## src/rtl/vsd_pkg.sv

```systemverilog
package vsd_pkg;

   localparam int NSLOTS = 3;

   typedef logic [1:0]        slot_idx_t;
   typedef logic [NSLOTS-1:0] slot_mask_t;

   // (s + n) mod 3 for n in 0..2
   function automatic slot_idx_t slot_step(slot_idx_t s, logic [1:0] n);
      logic [2:0] t;
      t = {1'b0, s} + {1'b0, n};
      if (t >= 3'd3) t = t - 3'd3;
      return t[1:0];
   endfunction

   function automatic slot_mask_t slot_bit(slot_idx_t s);
      return slot_mask_t'(1) << s;
   endfunction

endpackage

```

## src/rtl/vsd_slot_bank.sv

```systemverilog
module vsd_slot_bank
   import vsd_pkg::*;
#(
   parameter int INSN_W = 32
) (
   input  logic              clk,
   input  logic              wr_en,
   input  slot_idx_t         wr_lo_slot,
   input  slot_idx_t         wr_hi_slot,
   input  logic [2*INSN_W-1:0] wr_data,
   output logic [INSN_W-1:0] slots_o [NSLOTS]
);

   for (genvar g = 0; g < NSLOTS; g++) begin : g_slot
      logic [INSN_W-1:0] word_q;
      always_ff @(posedge clk) begin
         if (wr_en && wr_lo_slot == slot_idx_t'(g))
            word_q <= wr_data[INSN_W-1:0];
         else if (wr_en && wr_hi_slot == slot_idx_t'(g))
            word_q <= wr_data[2*INSN_W-1:INSN_W];
      end
      assign slots_o[g] = word_q;
   end

endmodule

```

## src/rtl/vsd_fill_ctrl.sv

```systemverilog
module vsd_fill_ctrl
   import vsd_pkg::*;
(
   input  slot_mask_t valid_i,
   output logic       can_fill_o,
   output slot_idx_t  lo_slot_o,
   output slot_idx_t  hi_slot_o,
   output slot_mask_t fill_mask_o
);

   // Destination chosen from occupancy alone: the free pair right after
   // the single occupied slot, or slots 0/1 when empty.
   always_comb begin
      can_fill_o = 1'b1;
      lo_slot_o  = 2'd0;
      unique case (valid_i)
         3'b000:  lo_slot_o = 2'd0;
         3'b001:  lo_slot_o = 2'd1;
         3'b010:  lo_slot_o = 2'd2;
         3'b100:  lo_slot_o = 2'd0;
         default: can_fill_o = 1'b0;
      endcase
   end

   assign hi_slot_o   = slot_step(lo_slot_o, 2'd1);
   assign fill_mask_o = slot_bit(lo_slot_o) | slot_bit(hi_slot_o);

endmodule

```

## src/rtl/vsd_issue_sel.sv

```systemverilog
module vsd_issue_sel
   import vsd_pkg::*;
#(
   parameter int         INSN_W   = 32,
   parameter int         PAR_BIT  = 0,
   parameter logic [1:0] MEM_OPC  = 2'b11,
   parameter bit         STEER_EN = 1'b1
) (
   input  logic [INSN_W-1:0] slots_i [NSLOTS],
   input  slot_mask_t        valid_i,
   input  slot_idx_t         idx_i,
   output logic              ready_o,
   output logic [INSN_W-1:0] left_o,
   output logic [INSN_W-1:0] right_o,
   output slot_mask_t        consume_o,
   output slot_idx_t         idx_next_o
);

   slot_idx_t         nxt;
   logic [INSN_W-1:0] first, second;
   logic              par, is_mem;

   assign nxt    = slot_step(idx_i, 2'd1);
   assign first  = slots_i[idx_i];
   assign second = slots_i[nxt];
   assign par    = first[PAR_BIT];

   if (STEER_EN) begin : g_steer
      assign is_mem = (first[INSN_W-1:INSN_W-2] == MEM_OPC);
   end else begin : g_nosteer
      assign is_mem = 1'b0;
   end

   assign ready_o    = valid_i[idx_i] && (!par || valid_i[nxt]);
   assign consume_o  = slot_bit(idx_i) | (par ? slot_bit(nxt) : '0);
   assign idx_next_o = slot_step(idx_i, {1'b0, 1'b1} + {1'b0, par});

   always_comb begin
      if (par) begin
         left_o  = first;
         right_o = second;
      end else if (is_mem) begin
         left_o  = '0;
         right_o = first;
      end else begin
         left_o  = first;
         right_o = '0;
      end
   end

endmodule

```

## src/rtl/vliw_slot_dispatch.sv

```systemverilog
module vliw_slot_dispatch
   import vsd_pkg::*;
#(
   parameter int         INSN_W   = 32,
   parameter int         PAR_BIT  = 0,
   parameter logic [1:0] MEM_OPC  = 2'b11,
   parameter bit         STEER_EN = 1'b1
) (
   input  logic                clk,
   input  logic                rst_n,
   input  logic                flush_i,
   output logic                fetch_req_o,
   input  logic                fetch_valid_i,
   input  logic [2*INSN_W-1:0] fetch_data_i,
   output logic                issue_valid_o,
   input  logic                issue_ready_i,
   output logic [INSN_W-1:0]   issue_left_o,
   output logic [INSN_W-1:0]   issue_right_o
);

   localparam int FETCH_W = 2 * INSN_W;

   if (INSN_W < 8) begin : g_bad_width
      $error("vliw_slot_dispatch: INSN_W must be at least 8");
   end
   if (PAR_BIT < 0 || PAR_BIT >= INSN_W - 2) begin : g_bad_pbit
      $error("vliw_slot_dispatch: PAR_BIT must lie below the opcode field");
   end

   slot_mask_t        valid_q, valid_d;
   slot_idx_t         idx_q, idx_d;
   logic [INSN_W-1:0] slots [NSLOTS];
   logic              can_fill, sel_ready, fire, fill;
   slot_idx_t         lo_slot, hi_slot, idx_adv;
   slot_mask_t        fill_mask, consume;

   vsd_fill_ctrl i_fill (
      .valid_i     (valid_q),
      .can_fill_o  (can_fill),
      .lo_slot_o   (lo_slot),
      .hi_slot_o   (hi_slot),
      .fill_mask_o (fill_mask)
   );

   vsd_slot_bank #(.INSN_W(INSN_W)) i_bank (
      .clk        (clk),
      .wr_en      (fill),
      .wr_lo_slot (lo_slot),
      .wr_hi_slot (hi_slot),
      .wr_data    (fetch_data_i[FETCH_W-1:0]),
      .slots_o    (slots)
   );

   vsd_issue_sel #(
      .INSN_W   (INSN_W),
      .PAR_BIT  (PAR_BIT),
      .MEM_OPC  (MEM_OPC),
      .STEER_EN (STEER_EN)
   ) i_sel (
      .slots_i    (slots),
      .valid_i    (valid_q),
      .idx_i      (idx_q),
      .ready_o    (sel_ready),
      .left_o     (issue_left_o),
      .right_o    (issue_right_o),
      .consume_o  (consume),
      .idx_next_o (idx_adv)
   );

   assign fetch_req_o   = can_fill && !flush_i;
   assign issue_valid_o = sel_ready && !flush_i;
   assign fill          = fetch_req_o && fetch_valid_i;
   assign fire          = issue_valid_o && issue_ready_i;

   always_comb begin
      valid_d = (valid_q & ~(fire ? consume : '0)) | (fill ? fill_mask : '0);
      idx_d   = fire ? idx_adv : idx_q;
      if (flush_i || valid_d == '0) begin
         valid_d = '0;
         idx_d   = '0;
      end
   end

   always_ff @(posedge clk) begin
      if (!rst_n) begin
         valid_q <= '0;
         idx_q   <= '0;
      end else begin
         valid_q <= valid_d;
         idx_q   <= idx_d;
      end
   end

endmodule

```

## config.mk

```make
export PLATFORM = sky130hd
export DESIGN_NAME = vliw_slot_dispatch
export DESIGN_NICKNAME = d
export VERILOG_FILES = /design/src/rtl/vsd_pkg.sv /design/src/rtl/vsd_slot_bank.sv /design/src/rtl/vsd_fill_ctrl.sv /design/src/rtl/vsd_issue_sel.sv /design/src/rtl/vliw_slot_dispatch.sv
export SDC_FILE = /design/constraint.sdc
export NUM_CORES = 1
export LEC_CHECK = 0
export ABC_AREA = 1
export BUFFER_PORTS_ARGS = -buffer_cell sky130_fd_sc_hd__buf_2
export CAP_MARGIN = 40
export CORE_ASPECT_RATIO = 0.6
export CORE_UTILIZATION = 56
export DETAILED_ROUTE_END_ITERATION = 16
export PLACE_DENSITY = 0.82
export SETUP_SLACK_MARGIN = 0.5
export SLEW_MARGIN = 15
export SYNTH_ARGS = -nofsm -noshare
export SYNTH_HDL_FRONTEND = slang
export SYNTH_SLANG_ARGS = --single-unit
```

## constraint.sdc

```tcl
create_clock -name clk -period 5.2 [get_ports clk]
set_clock_uncertainty 0.2 [all_clocks]
set_input_delay 0 -clock clk [delete_from_list [all_inputs] [get_ports clk]]
set_output_delay 0 -clock clk [all_outputs]
set_load 0.02 [all_outputs]
```

* Word level (Yosys, flattened, before mapping)
Index checks and enable logic that the tools add are counted.
** Operators by class
- $add $sub $neg :: 7
- Order comparisons :: 7
- Equality and inequality tests :: 8
- Shifts and indexed selects :: 4
- Multiplexer cells :: 28
- Bitwise gates (word level) :: 8
- Reductions and logical operators :: 24
** Operator list (count)
- $mux 32 :: 14
- $bmux 32 s2 :: 2
- $shl 1x2->3 const A :: 4
- $logic_and 1x1->1 :: 11
- $ge 3x2->1 const B :: 3
- $mux 3 :: 3
- $or 3x3->3 :: 3
- $add 2x1->3 const B :: 2
- $eq 2x2->1 const B :: 3
- $ge 3x3->1 const B :: 2
- $logic_not 3->1 :: 2
- $lt 2x3->1 const B :: 2
- $mux 2 :: 3
- $not 2->3 :: 2
- $reduce_bool 2->1 :: 3
- $sub 2x2->2 const B :: 3
- $bmux 1 s2 :: 2
- $eq 2x1->1 const B :: 2
- $logic_not 2->1 :: 2
- $pmux 2 s2 :: 1
- $reduce_or 4->1 :: 1
- $add 2x2->3 :: 1
- $and 3x3->3 :: 1
- $eq 3x1->1 const B :: 1
- 9 further kinds :: 13
** Word-level totals
- Flip-flop bits (word level) :: 101

* Depth between registers and ports, before layout
- Word-level depth :: 16
- Depth in mapped cells :: 15
- Mapped depth without buffers :: 13

* By module
From an unflattened synthesis, not the netlist that was laid out.
** Unflattened totals
- Cells, all modules :: 1083
- Area total of the unflattened synthesis :: 7427.1 um^2
** By module, submodules not included
- vsd_slot_bank :: times used 1, cells an instance 434, area an instance 4434.3 um^2, seq. area each 2882.8 um^2
- vsd_issue_sel :: times used 1, cells an instance 584, area an instance 2590.0 um^2, seq. area each 0.0 um^2
- vliw_slot_dispatch :: times used 1, cells an instance 47, area an instance 294.0 um^2, seq. area each 100.1 um^2
- vsd_fill_ctrl :: times used 1, cells an instance 18, area an instance 108.9 um^2, seq. area each 0.0 um^2

* Least setup slack after synthesis
OpenSTA, ideal clock, no wires.
- Path type :: register -> register
- Start point :: reg valid_q[2]
- End point :: reg i_bank.g_slot[2].word_q[0] (enable)
- Setup time :: 0.466 ns
- Data arrival time :: 3.501 ns
- Data required time :: 4.534 ns
- Slack :: 1.033 ns
- Cell stages (with the launch flop) :: 6
- Path through :: dfxtp_1 -> nor2_1 -> nor2_1 -> a211oi_2 -> nand2_2 -> o21ai_0
** Between the ends
- Elaborated cells between the ends (all ways) :: 18
- Those cells by class :: 2 x add/sub; 1 x order compare; 5 x eq/ne; 3 x mux; 7 x reduce/logical
** RTL lines
- from (decl) :: RTL line vliw_slot_dispatch.sv:30 : slot_mask_t valid_q, valid_d;
- from (signal assigned) :: RTL line vliw_slot_dispatch.sv:89 : valid_q <= valid_d;
- $eq 3x3->1 (tied with other cells) :: RTL line vsd_fill_ctrl.sv:16 : unique case (valid_i)
- $reduce_or 4->1 (no source line) *
- $mux 1 * :: RTL line vsd_fill_ctrl.sv:16
- $logic_and 1x1->1 * :: RTL line vliw_slot_dispatch.sv:70 : assign fetch_req_o = can_fill && !flush_i;
- net fetch_req_o :: RTL line vliw_slot_dispatch.sv:12 : output logic fetch_req_o,
- $logic_and 1x1->1 * :: RTL line vliw_slot_dispatch.sv:72 : assign fill = fetch_req_o && fetch_valid_i;
- $logic_and 1x1->1 (on tied branches) :: RTL line vsd_slot_bank.sv:19, vsd_slot_bank.sv:17
- $reduce_bool 2->1 (no source line) *
- to (signal assigned) :: RTL line vsd_slot_bank.sv:18 : word_q <= wr_data[INSN_W-1:0];
- to (signal assigned) :: RTL line vsd_slot_bank.sv:20 : word_q <= wr_data[2*INSN_W-1:INSN_W];
- to (decl) :: RTL line vsd_slot_bank.sv:15 : logic [INSN_W-1:0] word_q;
Mark *: on every way through the listed nets, which the timed path passes. The rest lies on a longest branch.
A chain may end at the register's enable or synchronous reset.

* Final worst setup path
- Start point :: reg idx_q[1]
- End point :: reg valid_q[2]
** Between the ends
- Cells in the longest elaborated chain, start to end :: 16
- Elaborated cells between the ends (all ways) :: 28
- Those cells by class :: 2 x add/sub; 1 x order compare; 2 x shift; 10 x mux; 5 x bitwise; 8 x reduce/logical
** RTL lines
- from (decl) :: RTL line vliw_slot_dispatch.sv:31 : slot_idx_t idx_q, idx_d;
- from (signal assigned) :: RTL line vliw_slot_dispatch.sv:90 : idx_q <= idx_d;
- $add 2x1->3 or $not 2->3 (tied branches) :: RTL line vsd_pkg.sv:11, vsd_issue_sel.sv:24
- $ge 3x2->1 (tied with other cells) :: RTL line vsd_pkg.sv:12 : if (t >= 3'd3) t = t - 3'd3;
- $mux 2 or $mux 32 (tied branches) :: RTL line vsd_pkg.sv:12, vsd_issue_sel.sv:24
- $bmux 1 s2 or $mux 32 (tied branches) :: RTL line vsd_issue_sel.sv:34, vsd_issue_sel.sv:24
- $mux 1 (not written as such) or $logic_not 1->1 (tied branches) :: RTL line vsd_issue_sel.sv:34 : assign ready_o = valid_i[idx_i] && (!par || valid_i[nxt]);
- $logic_or 1x1->1 :: RTL line vsd_issue_sel.sv:34
- $logic_and 1x1->1 :: RTL line vsd_issue_sel.sv:34
- $logic_and 1x1->1 :: RTL line vliw_slot_dispatch.sv:71 : assign issue_valid_o = sel_ready && !flush_i;
- $logic_and 1x1->1 :: RTL line vliw_slot_dispatch.sv:73 : assign fire = issue_valid_o && issue_ready_i;
- $mux 3 * :: RTL line vliw_slot_dispatch.sv:76 : valid_d = (valid_q & ~(fire ? consume : '0)) | (fill ? fill_mask : '0);
- $not 3->3 * :: RTL line vliw_slot_dispatch.sv:76
- $and 3x3->3 * :: RTL line vliw_slot_dispatch.sv:76
- $or 3x3->3 * :: RTL line vliw_slot_dispatch.sv:76
- $logic_not 3->1 :: RTL line vliw_slot_dispatch.sv:78 : if (flush_i || valid_d == '0) begin
- $logic_or 1x1->1 :: RTL line vliw_slot_dispatch.sv:78
- $reduce_or 2->1 (no source line)
Every way passes the cells marked *; elsewhere a longest branch is shown, timed or not. The select of a mux whose other input is x is not followed.

==> metrics <==
status finished, final reports clean; CTS Buffer Depth 2; xor/xnor share of the synthesized area 0.00137; Post-synth EDFFs 96; largest net degree at the start of global routing 62; TritonCTS Sinks about 100; Clock transition at path regs roughly 0.060 ns; crit path cell chain inv_2, ha_2, inv_2, nand2_1, nand2_1, a21oi_1, nand2_1, nand4_1, dlygate4sd3_1, a21oi_1, nand3_1, nand2_1, nor2_1, dlygate4sd3_1; Period minus WS final 4.49 ns; layout cells sized above 1 0.175; synthesized flop and latch total 101; largest cells by area after synthesis edfxtp_1, o21ai_0, nand2_1; Synth cell types 28; P per Cell Area 225 nW/µm²; Synth Area in Compound Gates 0.221; Post-layout nets 1111; Row Count 29; Mapped Avg Cell Area 7.68 µm²; final slew viol count 0; DP HPWL ~12000 µm; Worst path slowest cell inv_2; Post-Synthesis Cell Area 6370 µm²; largest area contributor in the netlist edfxtp_1; H-tree levels 3; largest family of logic cells by synthesized area compound AO/OA/AOI/OAI gates; Top FF cell, synth edfxtp_1; Die Ht 84.6 µm; Arr. time, crit path around 4.5 ns; Min-Delay Path Class in -> reg; Least-Margin Pin Slew 0.911 ns; via/cell ratio 5.84; delay-heaviest family, CP buffers and inverters; Worst VDD drop 163 µV; Final setup viols 0; top-count cell post-synth o21ai_0; crit path launch type flop; Yosys top cell area share 0.452; Post-Syn Nets 910; vias in the first global route 6378; Overflow after GRT 0; drt first-iter violations 818; # IOs between 100 and 150; Critical path buffers and inverters 4; Worst Path Required 5.24 ns; Hold Fails Final Rpt 0; final instance area 8440 µm²; Setup CP Type reg -> reg; WL final 20000 µm; slowest stage delay, CP 0.61 ns; drt pass-1 iters 5; CP Capture Type flop; Post-Synth Simple-Gate Area 0.193; Post-CTS Setup Inserts 0; Ys Warns 0; later-pin clock latency in the skew report roughly 0.35 ns; Rel. slew slack 0.392; global-route wire length before repair between 30000 and 40000 µm; DR DRC count 0; n_diodes 0; TritonCTS clock tree done; worst reg2reg path depth 14; Final TNS setup 0 ns; area grow syn2layout 32.4%; total stage count of the critical path 14; CTS root buf clkbuf_16; hold path depth 5; post-synthesis adder-cell area fraction 0.0228; synthesized instance count just over 800; post-synthesis sequential area ratio 0.468; Placeable Area 10800 µm²; DIE AREA 11800 µm²; Core Util, Final 0.780; Hold WS ~0.12 ns; initial core utilization 0.589; wire length per cell between 15 and 20 µm; total number of vias 6862; period utilisation layout 0.864; Worst Path Max Fanout 38; RSZ-0062 raised after global routing no; Tot GR Track Use 0.340; placed inst area 7150 µm²; number of max-cap violations 0; Die W 140 µm; Leak 0.00354 µW; CTS buffer count 9; Final Wtd Congestion 0.836; initial antenna violation count 0; input/output buffers 134; synth cell count leaders o21ai_0, nand2_1, nor2_1; Peak Freq 0.222 GHz; antenna-violating nets left 0; mux cell area share after synthesis 0; Most common cell on crit path nand2_1; ys async rst share 0
worst register-to-register path, cell delays in order, from the launching register on:
cell	delay, ns
dfxtp_1	0.36
inv_2	0.61
ha_2	0.48
inv_2	0.57
nand2_1	0.13
nand2_1	0.10
a21oi_1	0.06
nand2_1	0.14
nand4_1	0.11
dlygate4sd3_1	0.58
a21oi_1	0.19
nand3_1	0.09
nand2_1	0.15
nor2_1	0.05
dlygate4sd3_1	0.55
layout by cell type, fill, tap and decap left out, types with 3 or more instances in the layout:
master,instances
o21ai_1,33
o21ai_0,158
nor2_1,105
dfxtp_1,4
nand4_1,3
dlygate4sd3_1,101
nand3_1,33
nand2_1,155
buf_4,7
clkinv_2,3
ha_1,8
a21oi_1,37
clkbuf_16,9
a22oi_1,29
inv_2,6
nor2_4,5
inv_1,84
buf_2,134
edfxtp_1,96
final timing paths:
kind,from,end,slack [ns]
worst max-delay path,idx_q[1],valid_q[2],0.71
worst min-delay path,fetch_valid_i,valid_q[1],0.12
worst max register to register,idx_q[1],valid_q[2],0.71
worst min register to register,idx_q[1],idx_q[1],0.44
cell families after synthesis:
| kind of cell | count (synthesis) |
|---|---|
| xor gates and xnor gates | 1 |
| and+or+nand+nor | 306 |
| buffers and inverters | 148 |
| adders and majority gates | 11 |
| DFF | 101 |
| AOI/OAI and AO/OA | 263 |
where the power goes:
group          internal (µW)  leakage, µW  switching (µW)
Clock                    321     0.000129             294
Combinational            144      0.00248             194
Sequential               928     0.000930            14.2
registers in the layout, summed over array words and instances, names as in the netlist:
register / cells
i_bank.g_slot.word_q: 96
idx_q: 2
valid_q: 3
layout make-up:
class,instances,area [µm²]
sequential,101,2980
multi-input combinational,582,2840
fill,736,2370
timing repair buffer,247,1840
inverter,90,338
clock buffer,9,225
tap,139,174
clock inverter,7,42.5
per-layer routing:
layer  share of wire  track usage  vias up  wire length (µm)
met4           0.022        0.142        0               444
met2            0.45        0.560      536              9040
met5               0            0        -                 0
met3            0.13       0.0747       50              2680
li1                -            -     3198                 -
met1            0.39        0.439     3078              7790
timing repair:
| item | 4_1_cts | 5_1_grt |
|---|---|---|
| resized for setup | 0 | 1 |
| hold buffers | 101 | 0 |
| setup endpoints to repair | 0 | 1 |
| endpoints found under the hold margin | 101 | 0 |
per-stage QoR:
stage | cells | power (µW) | setup slack, ns
2_1_floorplan | 830 | 1120 | 1.03
3_3_place_gp | 1053 | 1210 | 1.95
3_5_place_dp | 1057 | 1220 | 1.83
4_1_cts | 1174 | 1880 | 0.789
5_1_grt | 1175 | 1960 | 0.509
6_report | 1175 | 1900 | 0.705
Note: power is estimated with default switching activity, not from simulation.
